**config.mk**
```make
export PLATFORM = sky130hd
export DESIGN_NAME = opstat_gen
export DESIGN_NICKNAME = d
export VERILOG_FILES = /design/src/rtl/opstat_pkg.sv /design/src/rtl/opstat_seq.sv /design/src/rtl/opstat_toggle.sv /design/src/rtl/opstat_encode.sv /design/src/rtl/opstat_gen.sv
export SDC_FILE = /design/constraint.sdc
export NUM_CORES = 1
export LEC_CHECK = 0
export ABC_AREA = 1
export BUFFER_PORTS_ARGS = -buffer_cell sky130_fd_sc_hd__buf_2
export CORE_MARGIN = 2
export CORE_UTILIZATION = 40
export DETAILED_ROUTE_END_ITERATION = 8
export PLACE_DENSITY = 0.66
export SETUP_SLACK_MARGIN = 0.5
export SYNTH_ARGS = -nofsm -noshare
export SYNTH_HDL_FRONTEND = slang
export SYNTH_SLANG_ARGS = --single-unit
```
**constraint.sdc**
```tcl
create_clock -name clk -period 2.5 [get_ports clk]
set_clock_uncertainty 0.05 [all_clocks]
set_input_delay 0 -clock clk [delete_from_list [all_inputs] [get_ports clk]]
set_output_delay 0 -clock clk [all_outputs]
set_load 0.02 [all_outputs]
```
**src/rtl/opstat_pkg.sv**
```systemverilog
package opstat_pkg;

    typedef enum logic [2:0] {
        ST_IDLE   = 3'd0,
        ST_PGM    = 3'd1,
        ST_ERWIN  = 3'd2,
        ST_ERRUN  = 3'd3,
        ST_ERSUSP = 3'd4,
        ST_LIMIT  = 3'd5
    } seq_state_t;

    typedef enum logic {
        OP_PGM = 1'b0,
        OP_ERS = 1'b1
    } op_kind_t;

    // status bit positions (decoded by host polling software)
    localparam int POLL_B  = 7;
    localparam int TOGA_B  = 6;
    localparam int LIMIT_B = 5;
    localparam int WIN_B   = 3;
    localparam int TOGS_B  = 2;

    // toggle cells: index 0 = whole-operation toggle, index 1 = sector toggle
    localparam int NUM_TOG  = 2;
    localparam int TOG_ALL  = 0;
    localparam int TOG_SECT = 1;

endpackage

```
**src/rtl/opstat_seq.sv**
```systemverilog
module opstat_seq
    import opstat_pkg::*;
(
    input  logic       clk,
    input  logic       rst_n,
    input  logic       cmd_go,
    input  op_kind_t   cmd_kind,
    input  logic       cmd_data_b7,
    input  logic       op_done,
    input  logic       over_limit,
    input  logic       sus_req,
    input  logic       res_req,
    input  logic       abort_req,
    input  logic       win_closed,
    output seq_state_t state,
    output op_kind_t   cur_kind,
    output logic       held_b7
);

    seq_state_t nxt;
    logic       accept;

    assign accept = (state == ST_IDLE) && cmd_go;

    always_ff @(posedge clk or negedge rst_n) begin
        if (!rst_n) begin
            state <= ST_IDLE;
        end else begin
            state <= nxt;
        end
    end

    always_ff @(posedge clk or negedge rst_n) begin
        if (!rst_n) begin
            cur_kind <= OP_ERS;
            held_b7  <= 1'b0;
        end else if (accept) begin
            cur_kind <= cmd_kind;
            held_b7  <= cmd_data_b7;
        end
    end

    always_comb begin
        nxt = state;
        unique case (state)
            ST_IDLE: begin
                if (cmd_go) begin
                    nxt = (cmd_kind == OP_PGM) ? ST_PGM : ST_ERWIN;
                end
            end
            ST_PGM: begin
                if (over_limit) begin
                    nxt = ST_LIMIT;
                end else if (op_done) begin
                    nxt = ST_IDLE;
                end
            end
            ST_ERWIN: begin
                if (sus_req) begin
                    nxt = ST_ERSUSP;
                end else if (win_closed) begin
                    nxt = ST_ERRUN;
                end
            end
            ST_ERRUN: begin
                if (over_limit) begin
                    nxt = ST_LIMIT;
                end else if (op_done) begin
                    nxt = ST_IDLE;
                end else if (sus_req) begin
                    nxt = ST_ERSUSP;
                end
            end
            ST_ERSUSP: begin
                if (res_req) begin
                    nxt = ST_ERRUN;
                end
            end
            ST_LIMIT: begin
                if (abort_req) begin
                    nxt = ST_IDLE;
                end
            end
            default: nxt = ST_IDLE;
        endcase
    end


    fault_hold_chk: assert property (@(posedge clk) disable iff (!rst_n)
        (state == ST_LIMIT && !abort_req) |=> (state == ST_LIMIT));


    busy_start_chk: assert property (@(posedge clk) disable iff (!rst_n)
        (state == ST_IDLE && cmd_go) |=> (state != ST_IDLE));


    limit_prio_chk: assert property (@(posedge clk) disable iff (!rst_n)
        ((state == ST_PGM || state == ST_ERRUN) && over_limit) |=> (state == ST_LIMIT));

endmodule

```
**src/rtl/opstat_toggle.sv**
```systemverilog
module opstat_toggle (
    input  logic clk,
    input  logic rst_n,
    input  logic clr,
    input  logic en,
    input  logic rd_fall,
    output logic tog
);

    always_ff @(posedge clk or negedge rst_n) begin
        if (!rst_n) begin
            tog <= 1'b0;
        end else if (clr) begin
            tog <= 1'b0;
        end else if (en && rd_fall) begin
            tog <= ~tog;
        end
    end


    tog_flip_chk: assert property (@(posedge clk) disable iff (!rst_n)
        (en && rd_fall && !clr) |=> (tog != $past(tog)));

endmodule

```
**src/rtl/opstat_encode.sv**
```systemverilog
module opstat_encode
    import opstat_pkg::*;
#(
    parameter int STATUS_W = 8
) (
    input  seq_state_t          state,
    input  op_kind_t            cur_kind,
    input  logic                held_b7,
    input  logic [NUM_TOG-1:0]  tog_v,
    output logic [STATUS_W-1:0] status,
    output logic                ready
);

    logic ers;

    assign ers = (cur_kind == OP_ERS);

    always_comb begin
        status = '0;
        ready  = 1'b1;
        unique case (state)
            ST_IDLE: begin
                status[POLL_B] = ers ? 1'b1 : held_b7;
            end
            ST_PGM: begin
                status[POLL_B] = ~held_b7;
                status[TOGA_B] = tog_v[TOG_ALL];
                ready          = 1'b0;
            end
            ST_ERWIN: begin
                status[TOGA_B] = tog_v[TOG_ALL];
                status[TOGS_B] = tog_v[TOG_SECT];
                ready          = 1'b0;
            end
            ST_ERRUN: begin
                status[TOGA_B] = tog_v[TOG_ALL];
                status[TOGS_B] = tog_v[TOG_SECT];
                status[WIN_B]  = 1'b1;
                ready          = 1'b0;
            end
            ST_ERSUSP: begin
                status[TOGA_B] = tog_v[TOG_ALL];
                status[TOGS_B] = tog_v[TOG_SECT];
                status[WIN_B]  = 1'b1;
            end
            ST_LIMIT: begin
                status[POLL_B]  = ers ? 1'b0 : ~held_b7;
                status[TOGA_B]  = tog_v[TOG_ALL];
                status[LIMIT_B] = 1'b1;
                status[WIN_B]   = ers;
                ready           = 1'b0;
            end
            default: begin
                status = '0;
                ready  = 1'b1;
            end
        endcase
    end

endmodule

```
**src/rtl/opstat_gen.sv**
```systemverilog
module opstat_gen
    import opstat_pkg::*;
#(
    parameter int STATUS_W = 8
) (
    input  logic                clk,
    input  logic                rst_n,
    input  logic                cmd_go,
    input  logic                cmd_is_erase,
    input  logic                cmd_data_b7,
    input  logic                op_done,
    input  logic                over_limit,
    input  logic                sus_req,
    input  logic                res_req,
    input  logic                abort_req,
    input  logic                win_closed,
    input  logic                rd_strobe,
    input  logic                rd_in_sector,
    output logic [STATUS_W-1:0] status,
    output logic                ready
);

    seq_state_t         state;
    op_kind_t           cur_kind;
    logic               held_b7;
    logic               rd_q;
    logic               rd_fall;
    logic               tog_clr;
    logic [NUM_TOG-1:0] tog_en;
    logic [NUM_TOG-1:0] tog_v;

    opstat_seq u_seq (
        .clk        (clk),
        .rst_n      (rst_n),
        .cmd_go     (cmd_go),
        .cmd_kind   (cmd_is_erase ? OP_ERS : OP_PGM),
        .cmd_data_b7(cmd_data_b7),
        .op_done    (op_done),
        .over_limit (over_limit),
        .sus_req    (sus_req),
        .res_req    (res_req),
        .abort_req  (abort_req),
        .win_closed (win_closed),
        .state      (state),
        .cur_kind   (cur_kind),
        .held_b7    (held_b7)
    );

    // read strobe falling-edge detection in the core clock domain
    always_ff @(posedge clk or negedge rst_n) begin
        if (!rst_n) begin
            rd_q <= 1'b0;
        end else begin
            rd_q <= rd_strobe;
        end
    end

    assign rd_fall = rd_q && !rd_strobe;
    assign tog_clr = (state == ST_IDLE) && cmd_go;

    always_comb begin
        tog_en           = '0;
        tog_en[TOG_ALL]  = (state == ST_PGM) || (state == ST_ERWIN) ||
                           (state == ST_ERRUN) || (state == ST_LIMIT);
        tog_en[TOG_SECT] = rd_in_sector &&
                           ((state == ST_ERWIN) || (state == ST_ERRUN) ||
                            (state == ST_ERSUSP));
    end

    generate
        for (genvar g = 0; g < NUM_TOG; g++) begin : g_tog
            opstat_toggle u_tog (
                .clk    (clk),
                .rst_n  (rst_n),
                .clr    (tog_clr),
                .en     (tog_en[g]),
                .rd_fall(rd_fall),
                .tog    (tog_v[g])
            );
        end
    endgenerate

    opstat_encode #(.STATUS_W(STATUS_W)) u_enc (
        .state   (state),
        .cur_kind(cur_kind),
        .held_b7 (held_b7),
        .tog_v   (tog_v),
        .status  (status),
        .ready   (ready)
    );


    limit_ready_chk: assert property (@(posedge clk) disable iff (!rst_n)
        status[LIMIT_B] |-> !ready);


    sus_freeze_chk: assert property (@(posedge clk) disable iff (!rst_n)
        (state == ST_ERSUSP) |=> ((state != ST_ERSUSP) || $stable(status[TOGA_B])));


    sect_quiet_chk: assert property (@(posedge clk) disable iff (!rst_n)
        (!rd_in_sector && !tog_clr) |=> $stable(tog_v[TOG_SECT]));

endmodule

```
==> impl_metrics.py <==
metrics = {
    "outcome": {
        "outcome": "complete, no violations",
    },
    "sta": {
        "hold_slack_ns": 0.0415,
        "tns_ns": 0,
        "fmax_mhz": 651,
        "rsz0062_at_grt": "no",
        "slew_viol_final": 0,
        "timing.final.crit_share_pct": 61.5,
        "hold_violations": 0,
        "setup_viol": 0,
        "fin_crit_ns": 1.54,
    },
    "place": {
        "place_inst": 132,
        "place_hpwl_mm": 1.13,
        "port_buffers": 18,
        "place_area_um2": 718,
        "globalplace.congestion": 0.863,
    },
    "setup_path": {
        "max_stage_delay_ns": 0.44,
        "worstPathArrival_ns": 1.49,
        "critPathLaunchType": "register",
        "timing.rr.start": "u_seq.state[1]",
        "worstSetupEndpoint": "status[3]",
        "cp_max_fo": 10,
        "crit_start": "u_seq.state[2]",
        "reg2reg_depth": 6,
        "slowest_stage": "dfrtp_1",
        "path_common_cell": "nor2_1",
        "ff2ff_setup_slack_ns": 1.11,
        "cp-end-kind": "primary output",
        "critPathKind": "register to primary output",
        "r2r_end": "g_tog[0].u_tog.tog",
        "crit_chain": "inv_2 > nand2_1 > nor2_1 > nor2_1 > o21ai_0 > buf_2",
        "worst_ep_required_time_ns": 2.45,
    },
    "synth": {
        "synth-xor-area-share_pct": 0,
        "yosys_warnings": 0,
        "ys_seq_area_share_pct": 31.8,
        "yosys.area_share.simple_pct": 41.6,
        "synth_top_area_share_pct": 27.6,
        "synth_compound_area_share_pct": 8.88,
        "synth_area_um2": 634,
        "synth_area_leader_cell": "dfrtp_1",
        "synth_fa_ha_area_share_pct": 0,
        "synthesis.instances": 100,
        "ys_seq_elements": 8,
        "syn_avg_cell_area_um2": 6.34,
        "synth_top_family_by_area": "simple AND/OR/NAND/NOR gates",
        "synthMuxAreaShare_pct": 0,
        "yosys.cell_types.count": 20,
        "ys_top_cells_by_area": "dfrtp_1 (28%), nand3_1 (13%), inv_1 (11%), nand2_1 (10%), nor2_1 (8.9%)",
    },
    "cells_and_area": {
        "area_delta_synth_final_pct": 23.7,
        "stdcell_count": 140,
        "fin_util_pct": 52.7,
        "final_cell_mix": "inv_1 (18), buf_2 (18), nand3_1 (17), nand2_1 (17), nor2_1 (15)",
        "final_cell_area_um2": 785,
        "layout-drive-gt1-share_pct": 25.0,
        "nNetsFinal": 138,
        "antenna_cells": 0,
        "nFillCells": 160,
    },
    "power_and_ir_drop": {
        "power_leakage_nw": 0.457,
        "p_per_area_nw_per_um2": 1080,
        "peakVddDrop_mv": 0.568,
    },
    "cts": {
        "cts_tree": "yes",
        "cts_buffer_depth": 2,
        "clk_pin_slew_worst_paths_ns": 0.05,
        "numCtsBuffers": 3,
        "root_buffer": "clkbuf_4",
        "htree_levels": 1,
        "postCtsSetupRepairBufs": 0,
        "numClockSinks": 8,
        "worstSkewPairLatency_ns": 0.25,
    },
    "route": {
        "remaining_drc_errors": 0,
        "vias_per_cell": 4.86,
        "top_layer_used": "met4",
        "post_drt_wl_per_cell_um": 9.95,
        "drtIter0Drc": 12,
        "dr_wl_met3_um": 83,
        "drtPass1Iterations": 4,
        "vias": 680,
        "drt_wl_total_mm": 1.39,
        "ant_nets": 0,
        "wl_met1_um": 640,
        "met2_length_um": 657,
    },
    "floorplan": {
        "boundaryPins": 22,
        "core_um2": 1490,
        "placement_rows": 14,
        "dieHeight_um": 43.8,
        "die-area_um2": 1920,
        "start_util_pct": 42.6,
        "die_w_um": 43.8,
    },
    "job": {
        "drv_cap": 0,
    },
    "grt": {
        "grtUsageTotal_pct": 17.1,
        "antenna_found_initial": 0,
        "grt_start_max_net_pins": 11,
        "grt_pass1_wl_mm": 2.42,
        "grt_remaining_overflow": 0,
        "grt_pass1_vias": 598,
    },
    "hold_path": {
        "hold_path_class": "input pin to register",
    },
}
-- sequential cells by signal, indices dropped and copies added, names as in the netlist --
name,count
u_seq.state,3
g_tog.u_tog.tog,2
rd_q,1
u_seq.cur_kind,1
u_seq.held_b7,1
-- through the flow --
step | power (mW) | worst slack (ns)
after floorplan | 0.632 | 1.23
after global placement | 0.746 | 1.17
after detailed placement | 0.745 | 1.14
after CTS | 0.860 | 0.959
after global routing | 0.939 | 0.873
final | 0.850 | 0.963
-- area by class of cell --
type                            instances  area [um^2]  area share (%)
Timing Repair Buffer                   22          130            16.6
Tap cell                               16         20.0            2.55
Inverter                               20         75.1            9.57
Clock buffer                            4         26.3            3.35
Multi-Input combinational cell         70          332            42.3
Sequential cell                         8          201            25.7
-- Yosys cell counts (all sizes together) --
| library cell | count |
|---|---|
| o211ai | 1 |
| nand3 | 18 |
| a21oi | 3 |
| dfstp | 1 |
| dfrtp | 7 |
| nand4 | 2 |
| nand2 | 18 |
| buf | 4 |
| o21ai | 6 |
| inv | 20 |
| conb | 1 |
| nor2 | 19 |
-- worst max-delay path, delay by kind of cell, from the launching register on --
kind	cells	cell delay [ns]
flip-flops	1	0.44
AND/OR/NAND/NOR	3	0.37
buffers and inverters	2	0.36
AO/OA/AOI/OAI	1	0.06
-- routing by layer --
layer / global-route usage [%] / up-vias
met1: 22.7 / 297
met4: 13.3 / 0
met2: 24.7 / 22
met5: 0 / -
li1: - / 359
met3: 2.08 / 2
-- cells by family after synthesis --
kind of cell	after synthesis
AO/OA/AOI/OAI	10
AND/OR/NAND/NOR	57
buffers and inverters	24
other	1
flip-flops	8
-- how the worst min path moves through the flow --
| stage | from | slack [ns] | end | depth (start not counted) |
|---|---|---|---|---|
| 2_1_floorplan | rst_n | -0.35 | g_tog[0].u_tog.tog | 0 |
| 3_3_place_gp | rst_n | -0.20 | g_tog[1].u_tog.tog | 1 |
| 3_5_place_dp | rst_n | -0.20 | u_seq.held_b7 | 1 |
| 4_1_cts | res_req | 0.03 | u_seq.state[2] | 4 |
| 5_1_grt | res_req | 0.06 | u_seq.state[2] | 4 |
| 6_report | res_req | 0.04 | u_seq.state[2] | 4 |
-- power by group --
part / leakage [nW] / internal [mW] / switching [mW]
registers: 0.0985 / 0.186 / 0.0612
logic: 0.343 / 0.172 / 0.329
clock network: 0.0150 / 0.0609 / 0.0412
total: 0.457 / 0.419 / 0.432
-- repair_timing --
item                      in CTS  in global routing
hold endpoints to repair      11                  0
hold buffers                   4                  0
gates resized for setup        0                  0
No activity file was read; power rests on OpenSTA's default activity.
